<file path="config.mk">
export PLATFORM = sky130hd
export DESIGN_NAME = trap_redirect
export DESIGN_NICKNAME = d
export VERILOG_FILES = /design/src/rtl/trap_redir_pkg.sv /design/src/rtl/trap_redir_classify.sv /design/src/rtl/trap_redir_target.sv /design/src/rtl/trap_redirect.sv
export SDC_FILE = /design/constraint.sdc
export NUM_CORES = 1
export LEC_CHECK = 0
export CAP_MARGIN = 10
export CORE_UTILIZATION = 42
export DETAILED_ROUTE_END_ITERATION = 10
export GPL_TIMING_DRIVEN = 0
export PLACE_DENSITY = 0.85
export SETUP_SLACK_MARGIN = 0.4
export SLEW_MARGIN = 40
export SYNTH_ARGS = -nofsm -noshare
export SYNTH_HDL_FRONTEND = slang
export SYNTH_SLANG_ARGS = --single-unit
</file>
<file path="constraint.sdc">
create_clock -name clk_i -period 2.25 [get_ports clk_i]
set_clock_uncertainty 0.05 [all_clocks]
set_input_delay 0.45 -clock clk_i [delete_from_list [all_inputs] [get_ports clk_i]]
set_output_delay 0.45 -clock clk_i [all_outputs]
set_load 0.005 [all_outputs]
</file>
<file path="src/rtl/trap_redir_pkg.sv">
package trap_redir_pkg;
  typedef enum logic [1:0] {
    PRIV_U = 2'd0,
    PRIV_S = 2'd1,
    PRIV_H = 2'd2,
    PRIV_M = 2'd3
  } priv_e;

  typedef enum logic [1:0] {
    ACT_TRAP        = 2'd0,
    ACT_DBG_ENTER   = 2'd1,
    ACT_DBG_RESTART = 2'd2,
    ACT_DBG_EXC     = 2'd3
  } action_e;

  localparam int unsigned NUM_PRIV = 4;
  localparam int unsigned PRIV_W   = 2;
endpackage

</file>
<file path="src/rtl/trap_redir_classify.sv">
module trap_redir_classify
  import trap_redir_pkg::*;
#(
  parameter int unsigned CAUSE_W   = 4,
  parameter int unsigned DCAUSE_W  = 3,
  parameter int unsigned BRK_CAUSE = 3
) (
  input  logic [CAUSE_W-1:0]  cause_i,
  input  logic [PRIV_W-1:0]   priv_i,
  input  logic [DCAUSE_W-1:0] dbg_cause_i,
  input  logic [NUM_PRIV-1:0] ebreak_en_i,
  output action_e             act_o
);
  logic [NUM_PRIV-1:0] en_hit;
  logic                is_brk;
  logic                in_dbg;

  for (genvar gi = 0; gi < NUM_PRIV; gi++) begin : g_en
    assign en_hit[gi] = ebreak_en_i[gi] && (priv_i == PRIV_W'(gi));
  end

  assign is_brk = (cause_i == CAUSE_W'(BRK_CAUSE));
  assign in_dbg = |dbg_cause_i;

  // debug-mode check wins over ebreak enables
  always_comb begin
    if (in_dbg)                act_o = is_brk ? ACT_DBG_RESTART : ACT_DBG_EXC;
    else if (is_brk && |en_hit) act_o = ACT_DBG_ENTER;
    else                       act_o = ACT_TRAP;
  end

  always_comb begin
    a_r4_dbg_no_entry: assert (!(in_dbg && act_o inside {ACT_DBG_ENTER, ACT_TRAP}));
  end
endmodule

</file>
<file path="src/rtl/trap_redir_target.sv">
module trap_redir_target
  import trap_redir_pkg::*;
#(
  parameter int unsigned     XLEN          = 32,
  parameter logic [XLEN-1:0] DBG_ROM_ENTRY = 32'h0000_0800,
  parameter logic [XLEN-1:0] DBG_EXC_ADDR  = 32'h0000_0808
) (
  input  action_e         act_i,
  input  logic [XLEN-1:0] mtvec_i,
  output logic [XLEN-1:0] target_o
);
  always_comb begin
    unique case (act_i)
      ACT_DBG_ENTER,
      ACT_DBG_RESTART: target_o = DBG_ROM_ENTRY;
      ACT_DBG_EXC:     target_o = DBG_EXC_ADDR;
      default:         target_o = mtvec_i;
    endcase
  end
endmodule

</file>
<file path="src/rtl/trap_redirect.sv">
module trap_redirect
  import trap_redir_pkg::*;
#(
  parameter int unsigned     XLEN          = 32,
  parameter int unsigned     CAUSE_W       = 4,
  parameter int unsigned     DCAUSE_W      = 3,
  parameter int unsigned     BRK_CAUSE     = 3,
  parameter int unsigned     EBRK_DCAUSE   = 1,
  parameter logic [XLEN-1:0] RST_PC        = '0,
  parameter logic [XLEN-1:0] DBG_ROM_ENTRY = 32'h0000_0800,
  parameter logic [XLEN-1:0] DBG_EXC_ADDR  = 32'h0000_0808
) (
  input  logic                clk_i,
  input  logic                rst_ni,
  input  logic                trap_valid_i,
  input  logic [CAUSE_W-1:0]  trap_cause_i,
  input  logic [1:0]          priv_i,
  input  logic [XLEN-1:0]     pc_i,
  input  logic [XLEN-1:0]     mtvec_i,
  input  logic [DCAUSE_W-1:0] dbg_cause_i,
  input  logic [3:0]          ebreak_en_i,
  output logic                redirect_o,
  output logic [XLEN-1:0]     next_pc_o,
  output logic                dbg_enter_o,
  output logic                normal_trap_o,
  output logic [XLEN-1:0]     dpc_o,
  output logic [1:0]          saved_priv_o,
  output logic [1:0]          priv_o,
  output logic [DCAUSE_W-1:0] dbg_cause_o
);
  action_e         act;
  logic [XLEN-1:0] target;

  trap_redir_classify #(
    .CAUSE_W  (CAUSE_W),
    .DCAUSE_W (DCAUSE_W),
    .BRK_CAUSE(BRK_CAUSE)
  ) u_classify (
    .cause_i    (trap_cause_i),
    .priv_i     (priv_i),
    .dbg_cause_i(dbg_cause_i),
    .ebreak_en_i(ebreak_en_i),
    .act_o      (act)
  );

  trap_redir_target #(
    .XLEN         (XLEN),
    .DBG_ROM_ENTRY(DBG_ROM_ENTRY),
    .DBG_EXC_ADDR (DBG_EXC_ADDR)
  ) u_target (
    .act_i   (act),
    .mtvec_i (mtvec_i),
    .target_o(target)
  );

  // strobes: one cycle per trap
  always_ff @(posedge clk_i or negedge rst_ni) begin
    if (!rst_ni) begin
      redirect_o    <= 1'b0;
      dbg_enter_o   <= 1'b0;
      normal_trap_o <= 1'b0;
    end else begin
      redirect_o    <= trap_valid_i;
      dbg_enter_o   <= trap_valid_i && (act == ACT_DBG_ENTER);
      normal_trap_o <= trap_valid_i && (act == ACT_TRAP);
    end
  end

  // held state
  always_ff @(posedge clk_i or negedge rst_ni) begin
    if (!rst_ni) begin
      next_pc_o    <= RST_PC;
      dpc_o        <= '0;
      saved_priv_o <= PRIV_M;
      priv_o       <= PRIV_M;
      dbg_cause_o  <= '0;
    end else if (trap_valid_i) begin
      next_pc_o <= target;
      unique case (act)
        ACT_DBG_ENTER: begin
          dpc_o        <= pc_i;
          saved_priv_o <= priv_i;
          priv_o       <= PRIV_M;
          dbg_cause_o  <= DCAUSE_W'(EBRK_DCAUSE);
        end
        ACT_TRAP: priv_o <= PRIV_M;
        default: ;
      endcase
    end
  end

  a_r8_redirect_pulse: assert property (@(posedge clk_i) disable iff (!rst_ni)
    trap_valid_i |=> redirect_o);
  a_r8_hold: assert property (@(posedge clk_i) disable iff (!rst_ni)
    !trap_valid_i |=> !redirect_o && !dbg_enter_o && !normal_trap_o &&
                      $stable(next_pc_o) && $stable(dpc_o) && $stable(priv_o) &&
                      $stable(saved_priv_o) && $stable(dbg_cause_o));
  a_r2_restart_rom: assert property (@(posedge clk_i) disable iff (!rst_ni)
    (trap_valid_i && dbg_cause_i != '0 && trap_cause_i == CAUSE_W'(BRK_CAUSE))
      |=> next_pc_o == DBG_ROM_ENTRY);
  a_r3_dbg_exc_quiet: assert property (@(posedge clk_i) disable iff (!rst_ni)
    (trap_valid_i && dbg_cause_i != '0 && trap_cause_i != CAUSE_W'(BRK_CAUSE))
      |=> next_pc_o == DBG_EXC_ADDR && $stable(priv_o) && $stable(dpc_o) &&
          $stable(dbg_cause_o));
  a_r4_no_strobe_in_dbg: assert property (@(posedge clk_i) disable iff (!rst_ni)
    (trap_valid_i && dbg_cause_i != '0) |=> !dbg_enter_o && !normal_trap_o);
  a_r5_entry_saves: assert property (@(posedge clk_i) disable iff (!rst_ni)
    dbg_enter_o |-> dpc_o == $past(pc_i) && saved_priv_o == $past(priv_i) &&
                    priv_o == PRIV_M && next_pc_o == DBG_ROM_ENTRY);
  a_r7_trap_vector: assert property (@(posedge clk_i) disable iff (!rst_ni)
    normal_trap_o |-> next_pc_o == $past(mtvec_i) && priv_o == PRIV_M);
  a_r7_one_kind: assert property (@(posedge clk_i) disable iff (!rst_ni)
    $onehot0({dbg_enter_o, normal_trap_o}));
endmodule

</file>
-- Word level (Yosys, flattened, before mapping)
Index checks and enable logic that the tools add are counted.
- muxes and demuxes: 4
- reduce and logical (&&, ||, !) cells: 13
- eq/ne operators: 7
- operators with widths (kind ; number):
    one-hot mux 32 bit (2 select lines) ; 1
    equality test 2 bit (second input constant) ; 4
    logical AND 1 bit ; 7
    equality test 2 x 1 -> 1 bit (second input constant) ; 2
    equality test 4 x 2 -> 1 bit (second input constant) ; 1
    logical NOT 2 bit ; 2
    OR reduction 4 bit ; 1
    OR reduction 3 bit ; 1
    two-way mux 1 bit ; 2
    two-way mux 2 bit ; 1
    AND reduction 2 bit ; 1
    OR reduction 2 bit ; 1
- input bits: 80
- register bits after elaboration: 70
- word-level logic and storage cells: 31

-- Logic depth before layout (Yosys ltp)
Gate-level depths: netlist of run 1.
- depth in word-level cells: 9
- depth in mapped cells: 4
- gate-level depth less buffers: 3

-- Cells and area by module
A second synthesis of run 1 with hierarchy kept.
- cell total of the unflattened synthesis: 199
- area, all modules: 3075.4 um^2
- by module, submodules not included (module ; area an instance (um^2) ; cells each ; times used):
    trap_redirect ; 2736.4 ; 154 ; 1
    trap_redir_target ; 277.8 ; 37 ; 1
    trap_redir_classify ; 61.3 ; 8 ; 1

-- Worst setup path after synthesis of run 1
Ideal clock, no wire load.
- path type: input -> register
- start point: input priv_i[0]
- end point: register dpc_o[10]
- stages: 4
- data arrival time: 1.649 ns
- data required time: 2.075 ns
- slack: 0.426 ns
- path through: mux4_2 -> nand4_4 -> buf_6 -> mux2_4
- longest elaborated chain between the ends: 8
- elaborated cells between the ends (all ways): 14
- those cells by class: 4 x eq/ne; 2 x mux; 8 x reduce/logical
- RTL lines (what ; line ; source):
    from (decl) ; trap_redirect.sv:17 ; input logic [1:0] priv_i,
    equality test 2 x 1 -> 1 bit (tied with other cells) ; trap_redir_classify.sv:19 ; assign en_hit[gi] = ebreak_en_i[gi] && (priv_i == PRIV_W'(gi));
    logical AND 1 bit ; trap_redir_classify.sv:19 ;
    OR reduction 4 bit * ; trap_redir_classify.sv:28 ; else if (is_brk && |en_hit) act_o = ACT_DBG_ENTER;
    logical AND 1 bit * ; trap_redir_classify.sv:28 ;
    two-way mux 1 bit * ; trap_redir_classify.sv:28 ;
    two-way mux 2 bit * ; trap_redir_classify.sv:27 ; if (in_dbg) act_o = is_brk ? ACT_DBG_RESTART : ACT_DBG_EXC;
    equality test 2 x 1 -> 1 bit * ; trap_redirect.sv:79 ; unique case (act)
    AND reduction 2 bit (no line) * ; -- ;
    to (signal assigned) ; trap_redirect.sv:81 ; dpc_o <= pc_i;
    to (decl) ; trap_redirect.sv:26 ; output logic [XLEN-1:0] dpc_o,
Every way passes the cells marked *; elsewhere a longest branch is shown, timed or not.
A chain may end at the register's enable or synchronous reset.

-- Worst setup path after layout of run 1
- start point: input ebreak_en_i[3]
- end point: register dpc_o[22]
- longest elaborated chain between the ends: 7
- RTL lines (what ; line ; source):
    from (decl) ; trap_redirect.sv:21 ; input logic [3:0] ebreak_en_i,
    logical AND 1 bit ; trap_redir_classify.sv:19 ;
    OR reduction 4 bit ; trap_redir_classify.sv:28 ;
    logical AND 1 bit ; trap_redir_classify.sv:28 ;
    two-way mux 1 bit ; trap_redir_classify.sv:28 ;
    two-way mux 2 bit ; trap_redir_classify.sv:27 ;
    equality test 2 x 1 -> 1 bit ; trap_redirect.sv:79 ;
    AND reduction 2 bit (no line) ; -- ;
Every way passes these cells.

==> results of run 1 <==
==> critical path, cell delays in order <==
cell and delay [ns]:
dlygate4sd2_1 0.22, mux4_2 0.51, nand4_4 0.15, buf_12 0.13, buf_12 0.10, buf_12 0.11
mux2_4 0.31
==> area by class of cell <==
type,instances,area (µm²),share of cell area
clock inverters,6,85.1,0.0172
clock buffers,10,138,0.0278
flip-flops and latches,70,1750,0.355
plain buffers,17,130,0.0263
inverters,32,120,0.0243
well taps,77,96.3,0.0195
repair buffers,161,1670,0.339
multi-input cells,112,945,0.191
==> registers in the layout, indices dropped and copies added (netlist names) <==
register	count
next_pc_o	32
dpc_o	32
saved_priv_o	2
dbg_cause_o	1
dbg_enter_o	1
normal_trap_o	1
redirect_o	1
==> kinds of logic (layout without fill, tap and decap cells) <==
kind of cell	after synthesis	after routing	synth area share
buffers and inverters	49	226	0.0777
AND/OR/NAND/NOR	37	37	0.0600
other	2	4	0.00259
AO/OA/AOI/OAI	36	36	0.0786
flip-flops	70	70	0.605
multiplexers	35	35	0.176
==> what timing repair did <==
item | 4_1_cts | 5_1_grt
setup buffers | 8 | 0
endpoints found under the hold margin | 26 | 0
hold buffers | 1 | 0
pin swaps | 3 | 2
setup endpoints to repair | 66 | 43
cloned | 2 | 0
gates resized for setup | 25 | 5
==> cells in the final DEF, fill, tap and decap left out <==
master	n
clkdlybuf4s50_1	133
dfrtp_1	68
inv_1	32
nand2_1	31
o22ai_1	30
mux2_4	28
dlygate4sd2_1	13
clkbuf_8	10
buf_4	8
buf_12	7
mux2_2	6
clkbuf_2	4
clkbuf_1	4
conb_1	4
buf_2	3
nand2b_1	2
clkinvlp_4	2
bufinv_16	2
clkinv_2	2
dfstp_2	2
and4bb_2	1
mux4_2	1
nor3_4	1
a21oi_1	1
nand4_4	1
buf_8	1
or3_1	1
a21o_1	1
o21a_1	1
o21ai_0	1
o22ai_2	1
o22a_1	1
bufbuf_16	1
buf_16	1
dlygate4sd3_1	1
dlymetal6s2s_1	1
buf_6	1
==> power breakdown <==
part	switching [µW]	total, µW	internal [µW]
Combinational	146	432	287
Sequential	31.8	1350	1320
Clock	461	1110	651
Total	638	2890	2250
==> worst paths after layout <==
kind,start,end,slack (ns),cells after the start
setup / recovery,ebreak_en_i[3],dpc_o[22]$_DFFE_PN0P_,0.42,7
hold / removal,priv_i[0],saved_priv_o[0]$_DFFE_PN1P_,0.35,2
setup reg to reg,dpc_o[22]$_DFFE_PN0P_,dpc_o[22]$_DFFE_PN0P_,1.39,1
hold reg to reg,dbg_cause_o[0]$_DFFE_PN0P_,dbg_cause_o[0]$_DFFE_PN0P_,0.46,1
max in group asynchronous,rst_ni,dpc_o[27]$_DFFE_PN0P_,1.14,3
min in group asynchronous,rst_ni,next_pc_o[25]$_DFFE_PN0P_,0.51,2
==> metal layers <==
layer,up-vias,part of all wire
met5,-,0
met4,0,0.019
met3,13,0.068
met2,109,0.53
met1,1149,0.39
li1,1103,-
==> through the flow <==
stage / std cells / hold WS (ns)
after floorplan: 231 / 0.104
after global placement: 457 / 0.404
after detailed placement: 458 / 0.290
after CTS: 485 / 0.432
after global routing: 485 / 0.339
final: 485 / 0.351
==> synthesized netlist by cell type (all sizes together) <==
cell / instances / area, µm²
nand2: 31 / 116
nand4: 1 / 21.3
or3: 1 / 6.26
clkbuf: 7 / 26.3
nand2b: 2 / 12.5
a21o: 1 / 7.51
o21a: 1 / 7.51
o22ai: 31 / 194
conb: 2 / 7.51
nor3: 1 / 5.00
inv: 32 / 120
a21oi: 1 / 5.00
o21ai: 1 / 5.00
buf: 10 / 78.8
o22a: 1 / 8.76
and4bb: 1 / 12.5
dfrtp: 68 / 1700
mux4: 1 / 22.5
mux2: 34 / 488
dfstp: 2 / 52.6
==> qor.log, run 1 <==
INFO  drt            drt.antenna.violating_nets=0
INFO  sta            setup_viol=0
INFO  run_status     result_of_the_run=finished, final reports clean
INFO  clock_network  cts-htree-levels=3
INFO  drt            drt_pre_antenna_iters=4
INFO  worst_setup_path endpoint_kind=flip-flop
INFO  placed_design  post-dp-hpwl=5.54mm
INFO  pwr            powerDensity=585mW/mm²
INFO  die            die-height=85.1µm
INFO  placed_design  placement.setup.worst_slack=-0.220ns
INFO  die            boundaryPins=154
INFO  sta            setup_slack=0.418ns
INFO  worst_setup_path arrival=1.99ns
INFO  placed_design  placedInstanceArea=0.00452mm²
INFO  synthesis      sequential_fraction_of_the_synthesis_area=0.605
INFO  clock_network  cts_max_path_buffers=2
INFO  grt            maximum_number_of_pins_on_one_net_before_global_route_repair=43
INFO  sta            min_period_over_period=0.814
INFO  die            die_x=85.1µm
INFO  grt            layer_carrying_the_most_global_route_usage=met2
INFO  layout         fill_cells=423
INFO  placed_design  globalplace.congestion=0.782
INFO  worst_setup_path worst-endpoint-required=2.41ns
INFO  layout         final_net_count=483
INFO  synthesis      synth.avg_cell_area=12.7µm²
INFO  die            starting_density_of_the_core=0.446
INFO  drt            drt-wirelength-per-cell=15.6µm
INFO  grt            track_usage=0.222
INFO  drt            drcViolationCount=0
INFO  sta            setup-tns-final=0ns
INFO  worst_setup_path worstSetupPathType=input pin to flip-flop
INFO  clock_network  numClockSinks=70
INFO  die            row_count=29
INFO  clock_network  clkLatencyLatePin=0.33ns
INFO  worst_setup_path critical_path.max_fanout=5
INFO  grt            grt_overflow=0
INFO  layout         postLayoutCoreUtil=0.761
INFO  drt            via_count=2374
INFO  synthesis      synth-seq-cells=70
INFO  layout         diodes_inserted=0
INFO  grt            antenna_found_initial=0
INFO  sta            slew_viol_final=0
INFO  drt            finalWirelength=7.59mm
INFO  grt            use_met2=0.385
INFO  grt            met1_usage=0.267
INFO  grt            grt_pass1_vias=2485
INFO  sta            fmax=546MHz
INFO  synthesis      synth_warnings=0
INFO  placed_design  buffers_on_ports=149
INFO  grt            grt_pass1_wl=12.3mm
INFO  sta            timing.final.hold_violations=0
INFO  pwr            total_power=2890µW
INFO  drt            number_of_vias_per_cell_after_detailed_routing=4.89
INFO  worst_setup_path startpoint_type=input pin
INFO  sta            post-route-min-period=1.83ns
INFO  hold_path      holdCritPathClass=input pin to flip-flop
INFO  synthesis      synth_cell_types=23
INFO  drt            first_iter_violations=65
INFO  pwr            total_leakage_power=0.00233µW
INFO  grt            grt_use_met3=0.0506
INFO  run            max_cap_viol_count=0
INFO  layout         areaGrowthSynthToFinish=70.5%
INFO  clock_network  clockRootBuffer=clkbuf_8
INFO  die            floorplan.die_area=0.00724mm²
INFO  pwr            peakVddDrop=0.344mV
INFO  layout         drive_above_1_share=0.203
INFO  clock_network  clkSlewWorstSetupHoldPaths=0.07ns
INFO  synthesis      syn_inst=229
INFO  die            core_region_area=0.00649mm²
INFO  synthesis      synth_cell_area=0.00290mm²
INFO  clock_network  tritoncts=built
INFO  sta            rsz0062_at_grt=no
INFO  layout         layout.cell_area.non_filler=0.00494mm²
INFO  clock_network  tritoncts.num_buffers=9
Note: power is estimated with default switching activity, not from simulation.
==> inputs of run 2 (changes only) <==
--- a/config.mk
+++ b/config.mk
@@ -6,10 +6,10 @@
 export NUM_CORES = 1
 export LEC_CHECK = 0
 export CAP_MARGIN = 10
-export CORE_UTILIZATION = 42
+export CORE_UTILIZATION = 35
 export DETAILED_ROUTE_END_ITERATION = 10
 export GPL_TIMING_DRIVEN = 0
-export PLACE_DENSITY = 0.85
+export PLACE_DENSITY = 0.76
 export SETUP_SLACK_MARGIN = 0.4
 export SLEW_MARGIN = 40
 export SYNTH_ARGS = -nofsm -noshare
==> constraint.sdc (replaced) <==
create_clock -name clk_i -period 1.65 [get_ports clk_i]
set_clock_uncertainty 0.05 [all_clocks]
set_input_delay 0.33 -clock clk_i [delete_from_list [all_inputs] [get_ports clk_i]]
set_output_delay 0.33 -clock clk_i [all_outputs]
set_load 0.005 [all_outputs]
==> run 2 against run 1 <==
Effect of this change:
- hold slack lost 0.17 ns
- register-to-register slack worse by 0.80 ns
- sequential cell count unchanged
- utilization fell by 10 points
- combinational power grew 48%
- sequential power grew 36%
- critical path depth unchanged
- wire length is 14% higher
- die area increased by 20%
- via count grew 6.1%
- non-clock buffer count increased by 47
- critical path type unchanged
- largest cell class unchanged
==> qor.log, run 2 (same netlist as run 1, synthesis figures left out) <==
INFO  pwr            total_leakage_power=0.00278µW
INFO  layout         largest_registers=dpc_o x32, next_pc_o x32, saved_priv_o x2
INFO  sta            timing.final.hold_violations=0
INFO  worst_setup_path reg2reg_to=dpc_o[20]$_DFFE_PN0P_
INFO  sta            relSlewSlack=0.656
INFO  worst_setup_path rrSetupSlack=0.59ns
INFO  sta            min_period_over_period=0.938
INFO  layout         final_net_count=530
INFO  drt            drt_pre_antenna_iters=4
INFO  drt            number_of_vias_per_cell_after_detailed_routing=4.52
INFO  drt            drcViolationCount=0
INFO  pwr            pwr-share-clk=0.382
INFO  layout         fill_cells=626
INFO  sta            slew_viol_final=0
INFO  sta            setup-tns-final=0ns
INFO  placed_design  buffers_on_ports=149
INFO  sta            worst_hold_slack=0.182ns
INFO  worst_setup_path worstSetupPathType=input pin to flip-flop
INFO  die            core_region_area=0.00789mm²
INFO  pwr            switching_power=916µW
INFO  pwr            peakVddDrop=0.388mV
INFO  layout         layout.cell_area.non_filler=0.00521mm²
INFO  layout         commonest_non_fill_non_tap_cells_in_the_layout=73 x buf_2, 68 x dfrtp_1, 64 x clkdlybuf4s50_1, 46 x buf_4, 33 x mux2_4
INFO  clock_network  cts-htree-levels=3
INFO  clock_network  clockRootBuffer=clkbuf_8
INFO  clock_network  tritoncts.num_buffers=9
INFO  sta            tightest_slew=0.516ns
INFO  clock_network  clkSlewWorstSetupHoldPaths=0.08ns
INFO  hold_path      timing.hold.worst_path_depth=2
INFO  layout         areaGrowthSynthToFinish=79.7%
INFO  layout         drive_above_1_share=0.499
INFO  grt            grt_pass1_wl=13.0mm
INFO  sta            setup_slack=0.102ns
INFO  placed_design  globalplace.congestion=0.706
INFO  drt            drt-wirelength-per-cell=15.5µm
INFO  drt            finalWirelength=8.63mm
INFO  pwr            power.share.switching=0.229
INFO  hold_path      hold_path_startpoint=priv_i[0]
INFO  die            starting_density_of_the_core=0.368
INFO  worst_setup_path timing.rr.start=dpc_o[20]$_DFFE_PN0P_
INFO  placed_design  placedInstanceArea=0.00458mm²
INFO  worst_setup_path reg2regPathDepth=3
INFO  hold_path      worstHoldEndpoint=saved_priv_o[0]$_DFFE_PN1P_
INFO  pwr            power.combinational.fraction=0.160
INFO  worst_setup_path arrival=1.72ns
INFO  pwr            seq_power_share=0.458
INFO  pwr            powerDensity=768mW/mm²
INFO  layout         diodes_inserted=0
INFO  run_status     result_of_the_run=finished, final reports clean
INFO  layout         mostFrequentLayoutCell=buf_2
INFO  grt            antenna_found_initial=0
INFO  sta            fmax=646MHz
INFO  worst_setup_path critical_path.max_fanout=5
INFO  grt            track_usage=0.196
INFO  die            floorplan.die_area=0.00865mm²
INFO  grt            maximum_number_of_pins_on_one_net_before_global_route_repair=37
INFO  sta            setup_viol=0
INFO  worst_setup_path startpoint_type=input pin
INFO  die            die-height=93.0µm
INFO  clock_network  numClockSinks=70
INFO  pwr            p_int=3090µW
INFO  sta            rsz0062_at_grt=yes
INFO  sta            post-route-min-period=1.55ns
INFO  hold_path      holdCritPathClass=input pin to flip-flop
INFO  placed_design  post-dp-hpwl=5.57mm
INFO  die            boundaryPins=154
INFO  die            row_count=32
INFO  drt            drt.antenna.violating_nets=0
INFO  clock_network  cts_max_path_buffers=2
INFO  grt            grt_overflow=0
INFO  clock_network  clkLatencyLatePin=0.33ns
INFO  placed_design  placement.setup.worst_slack=-0.670ns
INFO  run            max_cap_viol_count=0
INFO  drt            via_count=2520
INFO  die            die_x=93.0µm
INFO  pwr            total_power=4000µW
INFO  worst_setup_path worst-endpoint-required=1.82ns
INFO  clock_network  tritoncts=built
INFO  worst_setup_path endpoint_kind=flip-flop
INFO  grt            grt_pass1_vias=2475
INFO  drt            first_iter_violations=52
==> run 2: worst max-delay path: stages <==
cell and delay [ns]:
buf_6 0.07, mux4_2 0.53, nand4_4 0.11, buf_12 0.15, buf_12 0.11, buf_12 0.11, mux2_4 0.30
==> run 2: final cells by class <==
type                    count  area, µm²  area share
plain buffers              17        169      0.0324
clock buffers              10        138      0.0264
clock inverters             6       85.1      0.0163
inverters                  32        120      0.0231
multi-input cells         112       1070       0.206
flip-flops and latches     70       1750       0.337
well taps                 102        128      0.0245
repair buffers            208       1740       0.334
==> run 2: repair_timing <==
action	CTS	global route
resized for setup	337	30
endpoints found under the hold margin	34	0
buffers inserted	31	22
hold buffers	1	0
gates cloned	3	1
setup endpoints to repair	139	130
pin swaps	3	3
==> run 2: worst max-delay path by stage <==
stage	from	endpoint	slack [ns]	depth (start not counted)
CTS	priv_i[0]	dpc_o[7]$_DFFE_PN0P_	0.08	7
floorplan	priv_i[0]	dpc_o[10]$_DFFE_PN0P_	-0.02	4
global placement	rst_ni	dpc_o[23]$_DFFE_PN0P_	-2.21	1
global route	priv_i[0]	next_pc_o[2]$_DFFE_PN0P_	0.1	7
detailed placement	priv_i[0]	dpc_o[15]$_DFFE_PN0P_	-0.67	5
finish	priv_i[0]	dpc_o[3]$_DFFE_PN0P_	0.10	7
==> run 2: stage by stage <==
step	util	std cells
2_1_floorplan	-	231
3_3_place_gp	0.578	482
3_5_place_dp	0.580	483
4_1_cts	0.622	534
5_1_grt	0.660	557
6_report	0.660	557
==> run 2: layer usage <==
metal	vias up	global-route usage	wire, µm
met2	98	0.337	4540
met4	0	0.0808	154
met5	-	0	0
met3	12	0.0415	498
li1	1198	-	-
met1	1212	0.240	3440
==> run 2: power by group through the flow <==
stage	Clock (µW)	Combinational [µW]	Sequential [µW]
2_1_floorplan	0	163	1870
3_3_place_gp	0	579	1860
3_5_place_dp	0	594	1870
4_1_cts	1570	576	1830
5_1_grt	1660	690	1840
6_report	1530	640	1830
